==> src/rtl/qpc_pkg.sv <==
package qpc_pkg;
  localparam int ADDR_W   = 20;
  localparam int DATA_W   = 32;
  localparam int PTR_W    = 18;
  localparam int CODE_W   = 4;
  localparam int QIDX_W   = 8;
  localparam int OFF_W    = 11;
  localparam int MIN_LOG  = 8;
  localparam int MAX_CODE = 10;
  localparam int MAX_INC  = 63;
  localparam int INC_W    = 6;
  localparam int OVF_BIT  = 31;
  localparam int UNF_BIT  = 30;

  localparam logic [OFF_W-1:0] OFF_ADD_RD = 11'h000;
  localparam logic [OFF_W-1:0] OFF_ADD_WR = 11'h004;
  localparam logic [OFF_W-1:0] OFF_STS_RD = 11'h008;
  localparam logic [OFF_W-1:0] OFF_STS_WR = 11'h00C;
  localparam logic [OFF_W-1:0] OFF_SIZE   = 11'h010;

  typedef enum logic [2:0] {
    SEL_NONE,
    SEL_ADD_RD,
    SEL_ADD_WR,
    SEL_STS_RD,
    SEL_STS_WR,
    SEL_SIZE
  } reg_sel_e;
endpackage

==> src/rtl/qpc_decode.sv <==
module qpc_decode
  import qpc_pkg::*;
#(
  parameter int NUM_Q = 8
) (
  input  logic [ADDR_W-1:0] addr,
  output logic [QIDX_W-1:0] qidx,
  output reg_sel_e          sel,
  output logic              hit
);
  logic [OFF_W-1:0] off;
  logic             in_space;
  logic             q_ok;

  assign off      = addr[OFF_W-1:0];
  assign qidx     = addr[OFF_W+QIDX_W-1:OFF_W];
  assign in_space = addr[ADDR_W-1];
  assign q_ok     = (32'(qidx) < NUM_Q);

  always_comb begin
    sel = SEL_NONE;
    if (in_space && q_ok) begin
      case (off)
        OFF_ADD_RD: sel = SEL_ADD_RD;
        OFF_ADD_WR: sel = SEL_ADD_WR;
        OFF_STS_RD: sel = SEL_STS_RD;
        OFF_STS_WR: sel = SEL_STS_WR;
        OFF_SIZE:   sel = SEL_SIZE;
        default:    sel = SEL_NONE;
      endcase
    end
  end

  assign hit = (sel != SEL_NONE);
endmodule

==> src/rtl/qpc_clamp.sv <==
module qpc_clamp
  import qpc_pkg::*;
(
  input  logic [DATA_W-1:0] wdata,
  output logic [INC_W-1:0]  inc,
  output logic [CODE_W-1:0] code
);
  always_comb begin
    if (wdata > DATA_W'(MAX_INC)) inc = INC_W'(MAX_INC);
    else                          inc = wdata[INC_W-1:0];
    if (wdata > DATA_W'(MAX_CODE)) code = CODE_W'(MAX_CODE);
    else                           code = wdata[CODE_W-1:0];
  end
endmodule

==> src/rtl/qpc_slot.sv <==
module qpc_slot
  import qpc_pkg::*;
(
  input  logic              clk,
  input  logic              rst_n,
  input  logic              add_rd,
  input  logic              add_wr,
  input  logic              set_size,
  input  logic [INC_W-1:0]  inc,
  input  logic [CODE_W-1:0] new_code,
  output logic [PTR_W-1:0]  rd_ptr,
  output logic [PTR_W-1:0]  wr_ptr,
  output logic              ovf,
  output logic              unf,
  output logic [CODE_W-1:0] code
);
  logic [PTR_W-1:0] mask;
  logic [PTR_W-1:0] occ;
  logic [PTR_W:0]   occ_plus;
  logic             ovf_hit;
  logic             unf_hit;

  assign mask     = PTR_W'((32'd1 << (MIN_LOG + 32'(code))) - 32'd1);
  assign occ      = (wr_ptr - rd_ptr) & mask;
  assign occ_plus = {1'b0, occ} + (PTR_W+1)'(inc);
  assign ovf_hit  = occ_plus > {1'b0, mask};
  assign unf_hit  = PTR_W'(inc) > occ;

  always_ff @(posedge clk or negedge rst_n) begin
    if (!rst_n) begin
      rd_ptr <= '0;
      wr_ptr <= '0;
      ovf    <= 1'b0;
      unf    <= 1'b0;
      code   <= '0;
    end else if (set_size) begin
      rd_ptr <= '0;
      wr_ptr <= '0;
      ovf    <= 1'b0;
      unf    <= 1'b0;
      code   <= new_code;
    end else begin
      if (add_wr) begin
        wr_ptr <= (wr_ptr + PTR_W'(inc)) & mask;
        if (ovf_hit) ovf <= 1'b1;
      end
      if (add_rd) begin
        rd_ptr <= (rd_ptr + PTR_W'(inc)) & mask;
        if (unf_hit) unf <= 1'b1;
      end
    end
  end
endmodule

==> src/rtl/qpc_rdmux.sv <==
module qpc_rdmux
  import qpc_pkg::*;
#(
  parameter int NUM_Q = 8
) (
  input  logic [QIDX_W-1:0]             qidx,
  input  reg_sel_e                      sel,
  input  logic [NUM_Q-1:0][PTR_W-1:0]   rd_ptr,
  input  logic [NUM_Q-1:0][PTR_W-1:0]   wr_ptr,
  input  logic [NUM_Q-1:0]              ovf,
  input  logic [NUM_Q-1:0]              unf,
  input  logic [NUM_Q-1:0][CODE_W-1:0]  code,
  output logic [DATA_W-1:0]             word
);
  localparam int SEL_W = (NUM_Q > 1) ? $clog2(NUM_Q) : 1;

  logic [SEL_W-1:0]  q;
  logic [DATA_W-1:0] flags;

  assign q = SEL_W'(qidx);

  always_comb begin
    flags = '0;
    flags[OVF_BIT] = ovf[q];
    flags[UNF_BIT] = unf[q];
    case (sel)
      SEL_STS_RD: word = flags | DATA_W'(rd_ptr[q]);
      SEL_STS_WR: word = flags | DATA_W'(wr_ptr[q]);
      SEL_SIZE:   word = DATA_W'(code[q]);
      default:    word = '0;
    endcase
  end
endmodule

==> src/rtl/qptr_ctrl.sv <==
module qptr_ctrl
  import qpc_pkg::*;
#(
  parameter int NUM_Q = 8
) (
  input  logic              clk,
  input  logic              rst_n,
  input  logic [19:0]       bus_addr,
  input  logic              bus_we,
  input  logic [31:0]       bus_wdata,
  output logic [31:0]       bus_rdata
);
  logic [QIDX_W-1:0]            qidx;
  reg_sel_e                     sel;
  logic                         hit;
  logic [INC_W-1:0]             inc;
  logic [CODE_W-1:0]            new_code;
  logic [NUM_Q-1:0][PTR_W-1:0]  rd_ptr_q;
  logic [NUM_Q-1:0][PTR_W-1:0]  wr_ptr_q;
  logic [NUM_Q-1:0]             ovf_q;
  logic [NUM_Q-1:0]             unf_q;
  logic [NUM_Q-1:0][CODE_W-1:0] size_code_q;
  logic [DATA_W-1:0]            rd_word;

  qpc_decode #(.NUM_Q(NUM_Q)) u_dec (
    .addr (bus_addr),
    .qidx (qidx),
    .sel  (sel),
    .hit  (hit)
  );

  qpc_clamp u_clamp (
    .wdata (bus_wdata),
    .inc   (inc),
    .code  (new_code)
  );

  for (genvar g = 0; g < NUM_Q; g++) begin : g_slot
    logic mine;
    assign mine = bus_we && hit && (32'(qidx) == g);

    qpc_slot u_slot (
      .clk      (clk),
      .rst_n    (rst_n),
      .add_rd   (mine && (sel == SEL_ADD_RD)),
      .add_wr   (mine && (sel == SEL_ADD_WR)),
      .set_size (mine && (sel == SEL_SIZE)),
      .inc      (inc),
      .new_code (new_code),
      .rd_ptr   (rd_ptr_q[g]),
      .wr_ptr   (wr_ptr_q[g]),
      .ovf      (ovf_q[g]),
      .unf      (unf_q[g]),
      .code     (size_code_q[g])
    );
  end

  qpc_rdmux #(.NUM_Q(NUM_Q)) u_mux (
    .qidx   (qidx),
    .sel    (sel),
    .rd_ptr (rd_ptr_q),
    .wr_ptr (wr_ptr_q),
    .ovf    (ovf_q),
    .unf    (unf_q),
    .code   (size_code_q),
    .word   (rd_word)
  );

  always_ff @(posedge clk or negedge rst_n) begin
    if (!rst_n) bus_rdata <= '0;
    else        bus_rdata <= rd_word;
  end
endmodule

==> config.mk <==
export PLATFORM = sky130hd
export DESIGN_NAME = qptr_ctrl
export DESIGN_NICKNAME = d
export VERILOG_FILES = /design/src/rtl/qpc_pkg.sv /design/src/rtl/qpc_decode.sv /design/src/rtl/qpc_clamp.sv /design/src/rtl/qpc_slot.sv /design/src/rtl/qpc_rdmux.sv /design/src/rtl/qptr_ctrl.sv
export SDC_FILE = /design/constraint.sdc
export NUM_CORES = 2
export LEC_CHECK = 0
export ABC_AREA = 1
export BUFFER_PORTS_ARGS = -buffer_cell sky130_fd_sc_hd__buf_2
export CAP_MARGIN = 20
export CORE_UTILIZATION = 59
export CTS_CLUSTER_SIZE = 24
export DETAILED_ROUTE_END_ITERATION = 10
export PLACE_DENSITY = 0.76
export REMOVE_ABC_BUFFERS = 1
export SLEW_MARGIN = 5
export SYNTH_ARGS = -nofsm -noshare
export SYNTH_HDL_FRONTEND = slang
export SYNTH_SLANG_ARGS = --single-unit
==> constraint.sdc <==
create_clock -name clk -period 13.9 [get_ports clk]
set_clock_uncertainty 0.15 [all_clocks]
set_input_delay 2.78 -clock clk [delete_from_list [all_inputs] [get_ports clk]]
set_output_delay 2.78 -clock clk [all_outputs]
set_load 0.02 [all_outputs]
==> flow_metrics.py <==
metrics = {
    "run_status": {
        "outcome": "finished, final reports clean",
    },
    "worst_setup_path": {
        "critPathLaunch": "bus_wdata[30]",
        "cp.arrival_ns": 8.75,
        "start_kind": "input port",
        "r2r_cells": 28,
        "crit_type": "in2reg",
        "timing.rr.start": "g_slot[3].u_slot.wr_ptr[0]",
        "crit_required_ns": 14.26,
        "crit_top_cell": "nand2_1",
        "critical-path-max-stage-delay_ns": 0.64,
        "endpoint_kind": "register",
        "cp_max_fo": 17,
        "slowest_stage": "a211oi_1",
    },
    "clocking": {
        "tritoncts": "done",
        "clkLatencyLatePin_ns": 0.63,
        "hold_buffers": 0,
        "clockBufferDepth": 3,
        "clk_pin_slew_ns": 0.05,
        "cts.repair.resized": 0,
        "cts_made_buffers": 47,
        "root_buffer": "clkbuf_16",
        "cts.sinks": 356,
        "cts_htree_levels": 2,
        "cts_setup_buffers": 0,
    },
    "placed_design": {
        "dp_cells": 7643,
        "gp_congestion": 1.099,
        "dp_hpwl_mm": 133.6,
        "portBuffers": 74,
    },
    "floorplan": {
        "initial_core_util": 0.5969,
        "ios": 87,
        "row_count": 98,
        "die_h_um": 270.9,
        "die_area_um2": 73400,
        "die_w_um": 270.9,
        "core-area_um2": 71490,
    },
    "sta": {
        "finalSetupViolCount": 0,
        "worstMarginPinSlew_ns": 1.246,
        "rsz0062_at_grt": "no",
        "fin_crit_sh": 0.6040,
        "hold_viol_final": 0,
        "final-max-slew-violation-count": 0,
        "setup-tns-final_ns": 0,
        "slew_headroom": 0.1676,
        "fmax_ghz": 0.1191,
        "period_needed_ns": 8.396,
    },
    "cells_and_area": {
        "final_common_cell": "nand2_1",
        "finalNetCount": 7302,
        "fin_util": 0.6405,
        "synthToLayoutAreaGrowth_pct": 7.307,
        "final_cell_mix": "nand2_1 (1529), inv_1 (1029), nor2_1 (628)",
        "drive_gt1_frac": 0.04503,
        "final_cells": 7727,
    },
    "yosys": {
        "yosysWarnings": 0,
        "synth_edf_count": 0,
        "netlist_instances": 6638,
        "postSynthAreaPerCell_um2": 6.428,
        "synthDistinctLibCells": 64,
        "ys_seq_elements": 356,
        "synth_area_um2": 42670,
        "synth_ff_type": "dfrtp_1",
        "seq_area_frac_synth": 0.2088,
        "ys_async_sr_fraction": 1.000,
    },
    "power": {
        "ir_drop_uv": 88.45,
        "p_per_area_nw_per_um2": 54.38,
        "p_leak_nw": 24.16,
        "seqPwrFrac": 0.416,
        "switching_share": 0.2566,
        "p_int_mw": 1.851,
        "power_frac_comb": 0.059,
        "clkPwrFrac": 0.525,
        "p_sw_mw": 0.6390,
    },
    "drt": {
        "wl_mm": 168.9,
        "firstDrtPassIters": 9,
        "routed_via_density": 6.141,
        "ant_nets": 0,
        "vias": 47451,
        "wl_per_cell_um": 21.85,
        "drt_iter0_markers": 5859,
        "route.detailed.drc": 0,
    },
    "min_path": {
        "worstHoldPathType": "reg2reg",
        "worstHoldStart": "g_slot[4].u_slot.rd_ptr[16]",
        "hold_depth": 1,
    },
    "grt": {
        "overflow": 0,
        "grt_pass1_vias": 43623,
        "grt_use_total": 0.4499,
        "antenna_found_initial": 7,
        "grt_max_degree": 160,
        "grt_pass1_wl_mm": 254.8,
    },
    "flow_run": {
        "drv_cap": 0,
    },
}
==> final timing paths <==
kind,to,slack (ns)
max reg2reg,g_slot[3].u_slot.ovf,8.60
max in group asynchronous,g_slot[5].u_slot.rd_ptr[2],9.33
min,g_slot[4].u_slot.rd_ptr[16],0.40
max,g_slot[2].u_slot.ovf,5.50
min in group asynchronous,g_slot[2].u_slot.wr_ptr[10],2.07
min reg2reg,g_slot[4].u_slot.rd_ptr[16],0.40
==> critical path: cells and delay by family <==
family / cells / cell delay (ns)
adder cells (fa/ha/maj): 2 / 0.66
AO/OA/AOI/OAI: 5 / 1.18
AND/OR/NAND/NOR: 18 / 2.74
buffers and inverters: 6 / 1.23
XOR/XNOR: 1 / 0.12
==> logic make-up after synthesis <==
| group | synth area share |
|---|---|
| multiplexers | 0.0004692 |
| AND/OR/NAND/NOR | 0.3207 |
| flip-flops | 0.2088 |
| XOR/XNOR | 0.04823 |
| buffers and inverters | 0.1080 |
| other | 0.0001760 |
| AO/OA/AOI/OAI | 0.1600 |
| adder cells (fa/ha/maj) | 0.1537 |
==> per-stage QoR <==
| stage | total power [mW] | instance area (um^2) | setup WS, ns | hold WS [ns] |
|---|---|---|---|---|
| finish | 2.490 | 45790 | 5.504 | 0.4031 |
| global route | 2.525 | 45780 | 4.915 | 0.4157 |
| CTS | 2.473 | 45780 | 5.672 | 0.3802 |
| detailed placement | 1.193 | 44170 | 5.087 | 0.3703 |
| global placement | 1.191 | 44170 | 5.257 | 0.3574 |
| floorplan | 1.115 | 42340 | 3.985 | 0.2992 |
==> flip-flops by register name, indices dropped and copies added, names as in the netlist <==
register,count
g_slot.u_slot.rd_ptr,144
g_slot.u_slot.wr_ptr,144
g_slot.u_slot.code,32
bus_rdata,20
g_slot.u_slot.ovf,8
g_slot.u_slot.unf,8
==> cell usage after synthesis (52+ instances only) <==
library cell / n / area, um^2
a21oi_1: 496 / 2482
clkbuf_1: 63 / 236.5
dfrtp_1: 356 / 8909
ha_1: 473 / 5918
inv_1: 1033 / 3877
nand2_1: 1534 / 5758
nand3_1: 515 / 2577
nand3b_1: 52 / 390.4
nand4_1: 135 / 844.6
nor2_1: 631 / 2369
nor3_1: 140 / 700.7
o21ai_0: 326 / 1632
o22ai_1: 133 / 832.1
xor2_1: 184 / 1612
==> area by class of cell <==
type                    instances  area, um^2
flip-flops and latches        356        8909
inverters                    1064        4003
repair buffers                103       610.6
clock buffers                  68        1426
fillers                      6877       25700
multi-input cells            5170       29460
clock inverters                13       186.4
diodes                          3       7.507
well taps                     950        1189
==> power groups by stage <==
stage / logic, mW / registers (mW) / clock network, mW
4_1_cts: 0.138 / 1.04 / 1.30
2_1_floorplan: 0.0594 / 1.06 / 0
3_3_place_gp: 0.136 / 1.06 / 0
5_1_grt: 0.155 / 1.04 / 1.33
6_report: 0.147 / 1.04 / 1.31
3_5_place_dp: 0.137 / 1.06 / 0
==> metal layers <==
| metal | wire length [um] | part of all wire | track usage | up-vias |
|---|---|---|---|---|
| met3 | 20270 | 0.12 | 0.1047 | 593 |
| met5 | 34 | 0.00020 | 0 | - |
| met2 | 70530 | 0.42 | 0.6740 | 2775 |
| li1 | - | - | - | 22213 |
| met1 | 64890 | 0.38 | 0.5734 | 21862 |
| met4 | 13140 | 0.078 | 0.3067 | 8 |
No activity file was read; power rests on OpenSTA's default activity.
